**config.mk**
```make
export PLATFORM = sky130hd
export DESIGN_NAME = delayed_read_tracker
export DESIGN_NICKNAME = d
export VERILOG_FILES = /design/src/rtl/drt_pkg.sv /design/src/rtl/drt_ctrl.sv /design/src/rtl/drt_dpath.sv /design/src/rtl/delayed_read_tracker.sv
export SDC_FILE = /design/constraint.sdc
export NUM_CORES = 1
export LEC_CHECK = 0
export BUFFER_PORTS_ARGS = -buffer_cell sky130_fd_sc_hd__buf_2
export CAP_MARGIN = 20
export CORE_UTILIZATION = 49
export CTS_CLUSTER_DIAMETER = 150
export CTS_CLUSTER_SIZE = 24
export DETAILED_ROUTE_END_ITERATION = 10
export MAX_ROUTING_LAYER = met4
export PLACE_DENSITY = 0.8
export SETUP_SLACK_MARGIN = 0.05
export SLEW_MARGIN = 40
export SYNTH_ARGS = -nofsm -noshare
export SYNTH_HDL_FRONTEND = slang
export SYNTH_SLANG_ARGS = --single-unit
```
**constraint.sdc**
```tcl
create_clock -name clk -period 2 [get_ports clk]
set_input_delay 0.4 -clock clk [delete_from_list [all_inputs] [get_ports clk]]
set_output_delay 0.4 -clock clk [all_outputs]
set_load 0.01 [all_outputs]
```
**src/rtl/drt_pkg.sv**
```systemverilog
package drt_pkg;

  typedef enum logic [1:0] {
    S_IDLE = 2'd0,
    S_WAIT = 2'd1,
    S_HOLD = 2'd2
  } drtState_t;

  // Strobes from control to datapath
  typedef struct packed {
    logic capture;   // record master, address, command, mode
    logic loadData;  // store prefetched data and start timer
    logic consume;   // data returned to the original master
    logic dropBuf;   // timer expired, buffer discarded
  } drtStrobe_t;

endpackage

```
**src/rtl/drt_ctrl.sv**
```systemverilog
module drt_ctrl
  import drt_pkg::*;
#(
  parameter int CW = 4,
  parameter logic [CW-1:0] READ_CMD = 4'h6
) (
  input  logic       clk,
  input  logic       rstN,
  input  logic       reqValid,
  input  logic [CW-1:0] reqCmd,
  input  logic       pfValid,
  input  logic       match,
  input  logic       expired,
  input  logic       bufValid,
  output drtStrobe_t st,
  output logic       respRetry,
  output logic       respHit,
  output logic       discardPulse
);

  drtState_t stQ, stN;
  logic retryN, hitN, discN;

  always_comb begin
    stN    = stQ;
    st     = '0;
    retryN = 1'b0;
    hitN   = 1'b0;
    discN  = 1'b0;
    unique case (stQ)
      S_IDLE: begin
        if (reqValid && reqCmd == READ_CMD) begin
          st.capture = 1'b1;
          retryN     = 1'b1;
          stN        = S_WAIT;
        end
      end
      S_WAIT: begin
        retryN = reqValid;
        if (pfValid) begin
          st.loadData = 1'b1;
          stN         = S_HOLD;
        end
      end
      S_HOLD: begin
        if (match) begin
          st.consume = 1'b1;
          hitN       = 1'b1;
          stN        = S_IDLE;
        end else begin
          retryN = reqValid;
          if (expired) begin
            st.dropBuf = 1'b1;
            discN      = 1'b1;
            stN        = S_IDLE;
          end
        end
      end
      default: stN = S_IDLE;
    endcase
  end

  always_ff @(posedge clk or negedge rstN) begin
    if (!rstN) begin
      stQ          <= S_IDLE;
      respRetry    <= 1'b0;
      respHit      <= 1'b0;
      discardPulse <= 1'b0;
    end else begin
      stQ          <= stN;
      respRetry    <= retryN;
      respHit      <= hitN;
      discardPulse <= discN;
    end
  end

  // data can only be returned while the datapath holds a buffer
  p_consume_needs_buf_r4: assert property (@(posedge clk) disable iff (!rstN)
    st.capture || !st.consume || bufValid);

  // no new transaction is recorded while a buffer is held
  p_no_capture_busy_r9: assert property (@(posedge clk) disable iff (!rstN)
    st.capture |-> !bufValid);

  // discard event lasts a single cycle
  p_discard_single_r8: assert property (@(posedge clk) disable iff (!rstN)
    discardPulse |=> !discardPulse);

endmodule

```
**src/rtl/drt_dpath.sv**
```systemverilog
module drt_dpath
  import drt_pkg::*;
#(
  parameter int AW = 32,
  parameter int DW = 32,
  parameter int CW = 4,
  parameter int MW = 4,
  parameter int LONG_CYCLES  = 1024,
  parameter int SHORT_CYCLES = 128
) (
  input  logic          clk,
  input  logic          rstN,
  input  drtStrobe_t    st,
  input  logic          reqValid,
  input  logic [AW-1:0] reqAddr,
  input  logic [CW-1:0] reqCmd,
  input  logic [MW-1:0] reqMaster,
  input  logic [DW-1:0] pfData,
  input  logic          timerMode,
  output logic          match,
  output logic          expired,
  output logic          bufValid,
  output logic [DW-1:0] respData
);

  localparam int TW = $clog2(LONG_CYCLES);
  localparam logic [TW-1:0] LONG_LOAD  = TW'(LONG_CYCLES - 1);
  localparam logic [TW-1:0] SHORT_LOAD = TW'(SHORT_CYCLES - 1);

  logic [AW-1:0] addrQ;
  logic [CW-1:0] cmdQ;
  logic [MW-1:0] masterQ;
  logic [DW-1:0] dataQ;
  logic [TW-1:0] countQ;
  logic          modeQ;

  assign match   = reqValid && reqAddr == addrQ && reqCmd == cmdQ && reqMaster == masterQ;
  assign expired = bufValid && countQ == '0;

  always_ff @(posedge clk or negedge rstN) begin
    if (!rstN) begin
      addrQ    <= '0;
      cmdQ     <= '0;
      masterQ  <= '0;
      dataQ    <= '0;
      countQ   <= '0;
      modeQ    <= 1'b0;
      bufValid <= 1'b0;
      respData <= '0;
    end else begin
      if (st.capture) begin
        addrQ   <= reqAddr;
        cmdQ    <= reqCmd;
        masterQ <= reqMaster;
        modeQ   <= timerMode;
      end
      if (st.loadData) begin
        dataQ    <= pfData;
        bufValid <= 1'b1;
        countQ   <= modeQ ? SHORT_LOAD : LONG_LOAD;
      end else if (st.consume || st.dropBuf) begin
        bufValid <= 1'b0;
      end else if (bufValid && countQ != '0) begin
        countQ <= countQ - 1'b1;
      end
      respData <= st.consume ? dataQ : '0;
    end
  end

  // a discard is only ever issued with the timer at zero
  p_drop_on_zero_r5: assert property (@(posedge clk) disable iff (!rstN)
    st.dropBuf |-> countQ == '0);

  // sampled mode cannot change while data is held
  p_mode_stable_r7: assert property (@(posedge clk) disable iff (!rstN)
    bufValid |=> $stable(modeQ));

endmodule

```
**src/rtl/delayed_read_tracker.sv**
```systemverilog
module delayed_read_tracker
  import drt_pkg::*;
#(
  parameter int AW = 32,
  parameter int DW = 32,
  parameter int CW = 4,
  parameter int MW = 4,
  parameter logic [CW-1:0] READ_CMD = 4'h6,
  parameter int LONG_CYCLES  = 1024,
  parameter int SHORT_CYCLES = 128
) (
  input  logic          clk,
  input  logic          rstN,
  input  logic          reqValid,
  input  logic [AW-1:0] reqAddr,
  input  logic [CW-1:0] reqCmd,
  input  logic [MW-1:0] reqMaster,
  input  logic          pfValid,
  input  logic [DW-1:0] pfData,
  input  logic          timerMode,
  output logic          respRetry,
  output logic          respHit,
  output logic [DW-1:0] respData,
  output logic          discardPulse
);

  drtStrobe_t st;
  logic match, expired, bufValid;

  drt_ctrl #(.CW(CW), .READ_CMD(READ_CMD)) u_ctrl (
    .clk, .rstN, .reqValid, .reqCmd, .pfValid,
    .match, .expired, .bufValid, .st,
    .respRetry, .respHit, .discardPulse
  );

  drt_dpath #(
    .AW(AW), .DW(DW), .CW(CW), .MW(MW),
    .LONG_CYCLES(LONG_CYCLES), .SHORT_CYCLES(SHORT_CYCLES)
  ) u_dpath (
    .clk, .rstN, .st, .reqValid, .reqAddr, .reqCmd, .reqMaster,
    .pfData, .timerMode, .match, .expired, .bufValid, .respData
  );

  // the buffer is empty once a discard has been signalled
  p_discard_clears_r8: assert property (@(posedge clk) disable iff (!rstN)
    discardPulse |-> !bufValid);

endmodule

```
* Yosys cells after proc, flatten, opt, wreduce, memory -nomap -nowiden
Cells that the tools add are included.
Cells by class: equality and inequality tests 10, divide/modulo/power cells 0, bitwise gates (word level) 0, reductions and logical operators 14, muxes and demuxes 24, add/subtract/negate cells 1, $lt $le $gt $ge 0, $mul 0, shifts and indexed selects 0
Operators with widths (number):
- $mux 10 | 4
- $eq 32x32->1 | 1
- $mux 32 | 1
- $mux 1 | 12
- $logic_not 10->1 | 1
- $mux 2 | 5
- $reduce_bool 10->1 | 1
- $sub 10x1->10 const B | 1
- $eq 4x4->1 | 2
- $logic_and 1x1->1 | 6
- $pmux 2 s3 | 1
- $eq 4x3->1 const B | 1
- $ne 2x2->1 const B | 2
- $reduce_bool 2->1 | 2
- $ne 3x3->1 const B | 1
- $pmux 1 s3 | 1
- $reduce_and 3->1 | 1
- $eq 2x1->1 const B | 1
- $eq 2x2->1 const B | 1
- $logic_not 2->1 | 1
- $ne 2x1->1 const B | 1
- $reduce_and 2->1 | 1
- $logic_or 1x1->1 | 1
Storage, ports and cells: bits in read-only memories 0, output and inout bits 35, input bits 77, register bits 121, bits in writable memories 0, memories kept 0, latch bits 0, word-level logic and storage cells 61

* Logic depth before layout (Yosys ltp)
Gate-level depths: netlist of run 1.
word-level depth 9, depth in mapped cells 8, gate-level depth less buffers 7

* Modules after synthesis
Synthesis of run 1 repeated with hierarchy kept, for this count alone.
Unflattened totals: cells, all modules 363, area, all modules 5043.6 um2
By module, submodules not included:
- drt_dpath | cells each 342, instances 1, area an instance 4808.4 um2, sequential area each 2902.8 um2
- drt_ctrl | cells each 21, instances 1, area an instance 235.2 um2, sequential area each 125.1 um2

* Worst setup path after synthesis of run 1
Ideal clock, no wire load.
kind input to register, from in reqMaster[3], to reg u_dpath.countQ[1], stages 8, required time 1.882 ns, setup slack -0.154 ns, data arrival time 2.036 ns, path through xor2_1 > or4_4 > nor4_4 > nand4_4 > clkinv_2 > buf_8 > o21ai_2 > a21o_1
On the way: cells in the longest elaborated chain, start to end 7, elaborated cells on any way between the ends 8, those cells by class eq/ne (2); mux (3); reduce/logical (3)
RTL lines:
- from (decl) | line delayed_read_tracker.sv:17 | input logic [MW-1:0] reqMaster,
- $eq 4x4->1 * | line drt_dpath.sv:37 | assign match = reqValid && reqAddr == addrQ && reqCmd == cmdQ && reqMaster == masterQ;
- $logic_and 1x1->1 * | line drt_dpath.sv:37
- $mux 1 | line drt_ctrl.sv:46 | if (match) begin
- $mux 2 * | line drt_ctrl.sv:30 | unique case (stQ)
- $logic_or 1x1->1 * | line drt_dpath.sv:61 | end else if (st.consume || st.dropBuf) begin
- $ne 2x2->1 (no source line) *
- $reduce_and 2->1 (no source line) *
- to (signal assigned) | line drt_dpath.sv:60 | countQ <= modeQ ? SHORT_LOAD : LONG_LOAD;
- to (signal assigned) | line drt_dpath.sv:64 | countQ <= countQ - 1'b1;
- to (decl) | line drt_dpath.sv:34 | logic [TW-1:0] countQ;
Mark *: on every way between the ends. The rest lies on a longest branch, timed or not. A chain may end at the register's enable or synchronous reset.

* Worst setup path after layout of run 1
from reg u_dpath.addrQ[16], to reg u_dpath.countQ[4]
On the way: cells in the longest elaborated chain, start to end 9, elaborated cells on any way between the ends 10, those cells by class eq/ne (2); mux (3); reduce/logical (5)
RTL lines:
- from (decl) | line drt_dpath.sv:30 | logic [AW-1:0] addrQ;
- from (signal assigned) | line drt_dpath.sv:52 | addrQ <= reqAddr;
- $eq 32x32->1 * | line drt_dpath.sv:37
- $logic_and 1x1->1 * (3 in series) | line drt_dpath.sv:37
- $mux 1 | line drt_ctrl.sv:46
- $mux 2 * | line drt_ctrl.sv:30
- $logic_or 1x1->1 * | line drt_dpath.sv:61
- $ne 2x2->1 (no source line) *
- $reduce_and 2->1 (no source line) *
Marked as above.

==> results.json, run 1 <==
{
  "holdPathEnd": "u_dpath.dataQ[15]",
  "r2r_cells": 7,
  "netlist.top_cell.by_area": "dfrtp_1",
  "final_layout_size_suffix_gt1_share_pct": 38.0,
  "grt_pass1_wl_um": 19500,
  "drt_wl_total_um": 11300,
  "instances_no_fill": 754,
  "synth.avg_cell_area_um2": 11.3,
  "r2r-start": "u_dpath.addrQ[16]",
  "io_pins": 112,
  "fin_ws_ns": -0.135,
  "synthTopCellsByArea": "dfrtp_1 58%, mux2_2 8.2%, nand2_1 7.5%, xnor2_1 5.0%, and2_1 4.3%",
  "synth_most_common_cell": "dfrtp_1",
  "fp.dieW_um": 105,
  "synth.top_cell.area_share_pct": 58.1,
  "synth_flop_cell": "dfrtp_1",
  "end_kind": "register",
  "fillers": 751,
  "max_freq_mhz": 468,
  "hold_start": "pfData[15]",
  "path_max_fanout": 8,
  "cap_viol_max_count": 0,
  "hold_path_depth": 3,
  "multi_input_area_um2": 2130,
  "cts_tree": "done",
  "vdd_drop_max_uv": 658,
  "drtAntennaViolNets": 0,
  "synth-edff-count": 0,
  "num_rows": 37,
  "dpl.hpwl_um": 7880,
  "start_util_pct": 50.5,
  "grtUsageTotal_pct": 23.6,
  "worst_slew_margin_rel_pct": 70.2,
  "min_path_type": "input port to register",
  "power.density_nw_per_um2": 1170,
  "diodes": 0,
  "critPathArrivalTime_ns": 2.52,
  "tightestPinTransition_ns": 0.447,
  "hold_viol": 0,
  "die_h_um": 105,
  "place.gp.congestion": 0.829,
  "cts_root_buffer": "clkbuf_8",
  "cp.required_ns": 2.38,
  "setup_viol": 42,
  "critPathLaunchType": "register",
  "antenna_found_initial": 0,
  "drt_first_pass_iters": 4,
  "route.vias.total": 3852,
  "cts_max_path_buffers": 2,
  "dp_cells": 719,
  "synth_warnings": 0,
  "timing.final.crit_period_ns": 2.14,
  "critPathKind": "register to register",
  "numPortBuffers": 111,
  "rsz0062_at_grt": "true",
  "skew_ns": 0.00971,
  "cellLeakagePower_uw": 0.00342,
  "synthArstFlopShare_pct": 100,
  "status": "finished with violations",
  "die_area_um2": 11100,
  "report.final.slew_viol_count": 0,
  "avgRoutedWirePerCell_um": 14.9,
  "regArea_um2": 3030,
  "synthTopCellsByCount": "121 x dfrtp_1, 104 x nand2_1, 38 x mux2_2, 36 x and2_1, 30 x xnor2_1",
  "synthesis.area_um2": 5210,
  "fp.coreArea_um2": 10300,
  "cts_htree_levels": 4,
  "r2r_end": "u_dpath.countQ[4]",
  "grt_start_max_net_pins": 48,
  "r2r_slack_ns": -0.14,
  "ys_ff_latch": 121,
  "cts.sinks": 121,
  "dp_slack_ns": -0.197,
  "ys_types": 42,
  "cts_buffers": 17,
  "grt_pass1_vias": 4142,
  "clk_pin_slew_ns": 0.06,
  "seq_area_frac_synth_pct": 58.1,
  "clkLatencyLatePin_ns": 0.52,
  "gr-total-overflow": 0,
  "remaining_drc_errors": 0,
  "vias_per_cell": 5.11,
  "nets": 684,
  "drt-initial-drc-count": 236,
  "min_period_over_period_pct": 107,
  "syn_nets": 540,
  "final_util_pct": 65.8,
  "synth_cells": 461,
  "violations": "negative setup slack",
  "syn2layout_area_growth_pct": 30.3
}
## power breakdown
group / total (µW) / switching, µW / internal, µW
clock network: 3010 / 1190 / 1820
registers: 3390 / 377 / 3010
logic: 1520 / 722 / 795
total: 7920 / 2290 / 5630
## cells by family after synthesis
family,synth area share [%]
xor gates and xnor gates,5.88
AOI/OAI and AO/OA,2.78
and+or+nand+nor,22.5
muxes,8.21
buffers and inverters,2.04
DFF,58.1
adders and majority gates,0.480
## stage by stage
step	cell area, µm²	power (µW)	setup TNS (ns)	hold WS [ns]
after global routing	6790	8320	-6.59	0.0612
final	6790	7920	-4.11	0.0651
after detailed placement	6120	4870	-9.37	0.373
after global placement	6120	4750	-6.63	0.368
after floorplan	5230	4310	-0.0545	0.104
after CTS	6770	7950	-3.32	0.0465
## cell type report
cell class,instances,share of cell area [%]
Sequential cell,121,44.6
Tap cell,136,2.51
Clock inverter,15,2.54
Multi-Input combinational cell,317,31.4
Timing Repair Buffer,141,12.4
Clock buffer,17,6.10
Inverter,6,0.405
Timing Repair inverter,1,0.0737
## critical path, stage by stage (launching register included)
cell and delay, ns:
dfrtp_1 0.41, xor2_1 0.19, or4_4 0.56, nor4_4 0.21, nand4_4 0.23, clkinv_4 0.16, or4_1 0.13, nand3_1 0.10
## state kept, by name, summed over array words and instances (netlist names)
signal and cells:
u_dpath.addrQ 32, u_dpath.dataQ 32, u_dpath.respData 32, u_dpath.countQ 10, u_dpath.cmdQ 4, u_dpath.masterQ 4
u_ctrl.stQ 2, u_ctrl.discardPulse 1, u_ctrl.respHit 1, u_ctrl.respRetry 1, u_dpath.bufValid 1, u_dpath.modeQ 1
## placed cells by master (no fill, tap or decap), types with 5 or more instances in the layout
master     instances
inv_1              5
clkbuf_16         16
nand3_1           12
and2_1            29
nor4_1             5
nand2_1          103
inv_6             10
mux2_2            38
buf_2            110
xnor2_1           30
nor2_1             8
nand4_1           13
and2_4             7
buf_4             24
xor2_1             5
or4_1              5
dfrtp_1          121
nand2b_1          13
## layer usage
metal  routed length (µm)  global-route usage, %  part of all wire, %  vias up
met4                  291                   10.5                  2.6        0
met2                 5830                   39.6                   52       87
li1                     -                      -                    -     1846
met1                 4810                   27.2                   43     1895
met3                  334                   5.18                  3.0       24
met5                    0                      -                    0        -
## worst max path at each step
stage,startpoint,to,slack [ns],cells after the start
after CTS,u_dpath.addrQ[16],u_dpath.countQ[4],-0.11,7
after detailed placement,reqAddr[16],u_dpath.countQ[4],-0.20,8
after global placement,reqAddr[16],u_dpath.countQ[9],-0.11,8
after floorplan,u_dpath.countQ[5],u_dpath.bufValid,-0.03,5
final,u_dpath.addrQ[16],u_dpath.countQ[4],-0.14,7
after global routing,u_dpath.addrQ[16],u_dpath.countQ[4],-0.20,7
## repair_timing
action	in CTS	in global routing
hold buffers	1	0
resized for setup	13	4
gates cloned	1	0
endpoints found under the setup margin	45	47
pin swaps	19	5
setup buffers	0	1
hold endpoints to repair	29	0
(Power assumes the default switching activity.)
==> run 2, diff against run 1 <==
--- a/config.mk
+++ b/config.mk
@@ -18,3 +18,4 @@
 export SYNTH_ARGS = -nofsm -noshare
 export SYNTH_HDL_FRONTEND = slang
 export SYNTH_SLANG_ARGS = --single-unit
+export TNS_END_PERCENT = 10
==> run 2 against run 1 <==
Die area stayed put. Sequential cell count stayed put. Sequential share of layout area is 0.29 points higher. Highest routed layer unchanged. The run still ends with negative setup slack left.
==> results.json, run 2 (synthesized netlist as in run 1, its figures left out) <==
{
  "status": "finished with violations",
  "violations": "negative setup slack",
  "pwr-share-clk_pct": 37.6,
  "worst_slew_margin_rel_pct": 68.9,
  "gr-total-overflow": 0,
  "r2r_end": "u_dpath.bufValid",
  "clk_pin_slew_ns": 0.06,
  "final_layout_size_suffix_gt1_share_pct": 36.3,
  "final_util_pct": 65.4,
  "num_rows": 37,
  "cellLeakagePower_uw": 0.00338,
  "power.density_nw_per_um2": 1160,
  "die_area_um2": 11100,
  "min_path_type": "input port to register",
  "antenna_found_initial": 1,
  "cts.sinks": 121,
  "path_max_fanout": 6,
  "io_pins": 112,
  "critPathLaunchType": "register",
  "power_switching_uw": 2230,
  "cts_root_buffer": "clkbuf_8",
  "numPortBuffers": 111,
  "critPathKind": "register to register",
  "die_h_um": 105,
  "grt_pass1_wl_um": 18600,
  "largestRegisters": "u_dpath.addrQ (32), u_dpath.dataQ (32), u_dpath.respData (32)",
  "report.final.slew_viol_count": 0,
  "avgRoutedWirePerCell_um": 14.9,
  "skew_ns": 0.00755,
  "drtAntennaViolNets": 0,
  "nets": 681,
  "cp.required_ns": 2.40,
  "fp.dieW_um": 105,
  "hold_viol": 0,
  "regArea_um2": 3030,
  "critPathArrivalTime_ns": 2.52,
  "setup_viol": 42,
  "hold_ws_ns": 0.0769,
  "fin_ws_ns": -0.120,
  "fp.coreArea_um2": 10300,
  "hold_path_depth": 3,
  "drt_wl_total_um": 11200,
  "dp_cells": 716,
  "hold_start": "pfData[7]",
  "cts_max_path_buffers": 2,
  "grt_start_max_net_pins": 55,
  "r2r_slack_ns": -0.12,
  "route.vias.total": 3876,
  "drt_first_pass_iters": 4,
  "cts_htree_levels": 4,
  "dpl.hpwl_um": 7620,
  "syn2layout_area_growth_pct": 29.5,
  "r2r_cells": 5,
  "clkLatencyLatePin_ns": 0.51,
  "sw_frac_of_total_pct": 28.5,
  "min_period_over_period_pct": 106,
  "final_common_cell": "dfrtp_1",
  "start_util_pct": 50.5,
  "max_freq_mhz": 472,
  "tightestPinTransition_ns": 0.466,
  "end_kind": "register",
  "power.internal_uw": 5590,
  "instances_no_fill": 752,
  "timing.final.crit_period_ns": 2.12,
  "power_frac_seq_pct": 43.3,
  "grtUsageTotal_pct": 22.3,
  "r2r-start": "u_dpath.countQ[5]",
  "vdd_drop_max_uv": 826,
  "fillers": 770,
  "vias_per_cell": 5.15,
  "cap_viol_max_count": 0,
  "multi_input_area_um2": 2100,
  "place.gp.congestion": 0.822,
  "power_frac_comb_pct": 19.0,
  "rsz0062_at_grt": "true",
  "layout_common_cells": "121 x dfrtp_1, 110 x buf_2, 104 x nand2_1, 38 x mux2_2, 36 x and2_1",
  "cts_tree": "done",
  "grt_pass1_vias": 3944,
  "holdPathEnd": "u_dpath.dataQ[7]",
  "drt-initial-drc-count": 188,
  "remaining_drc_errors": 0,
  "cts_buffers": 17
}
## run 2: cell count changes in the layout (fill, tap and decap cells not counted), sizes merged
cell	previous run	this run
clkinvlp	0	3
buf	140	138
clkbuf	17	18
diode	0	1
inv	16	11
## run 2: per-layer routing
metal	global-route usage [%]	up-vias	part of all wire, %
li1	-	1842	-
met4	8.45	0	1.5
met3	4.99	13	3.8
met5	-	-	0
met2	37.4	96	53
met1	26.4	1925	41
## run 2: worst max-delay path, stage by stage (launching register included)
cell      delay (ns)
dfrtp_1         0.38
or4_4           0.56
nor4_4          0.17
nand3b_1        0.23
or3b_4          0.42
a31o_2          0.25
## run 2: power groups by stage
| stage | combinational [µW] | clock, µW | sequential [µW] |
|---|---|---|---|
| floorplan | 982 | 0 | 3330 |
| global placement | 1380 | 0 | 3370 |
| detailed placement | 1450 | 0 | 3410 |
| CTS | 1480 | 2990 | 3380 |
| global route | 1670 | 3100 | 3460 |
| finish | 1490 | 2950 | 3390 |
## run 2: worst max path at each step
stage / from / endpoint / depth (start not counted)
final: u_dpath.countQ[5] / u_dpath.bufValid / 5
after detailed placement: reqAddr[16] / u_dpath.countQ[7] / 8
after CTS: u_dpath.countQ[5] / u_dpath.bufValid / 5
after global placement: reqAddr[16] / u_dpath.countQ[7] / 8
after floorplan: u_dpath.countQ[5] / u_dpath.bufValid / 5
after global routing: u_dpath.countQ[5] / u_dpath.bufValid / 5
## run 2: final cells by class
cell class,count,share of cell area (%)
sequential,121,44.9
multi-input combinational,317,31.2
timing repair buffer,139,12.3
clock buffer,18,6.19
tap,136,2.52
clock inverter,14,2.43
inverter,6,0.408
antenna,1,0.0371
## run 2: repair_timing
| action | CTS | global route |
|---|---|---|
| setup endpoints to repair | 43 | 46 |
| gates resized for setup | 1 | 5 |
| buffers inserted | 0 | 2 |
| pin swaps | 2 | 2 |
| endpoints found under the hold margin | 34 | 0 |
| hold buffers | 1 | 0 |
## run 2: per-stage QoR
| step | setup slack, ns | area, µm² | TNS [ns] | power (µW) |
|---|---|---|---|---|
| final | -0.120 | 6750 | -2.35 | 7830 |
| after floorplan | -0.0309 | 5220 | -0.0545 | 4310 |
| after detailed placement | -0.191 | 6110 | -9.69 | 4860 |
| after CTS | -0.110 | 6710 | -2.61 | 7850 |
| after global routing | -0.174 | 6750 | -5.56 | 8230 |
| after global placement | -0.139 | 6110 | -6.36 | 4740 |
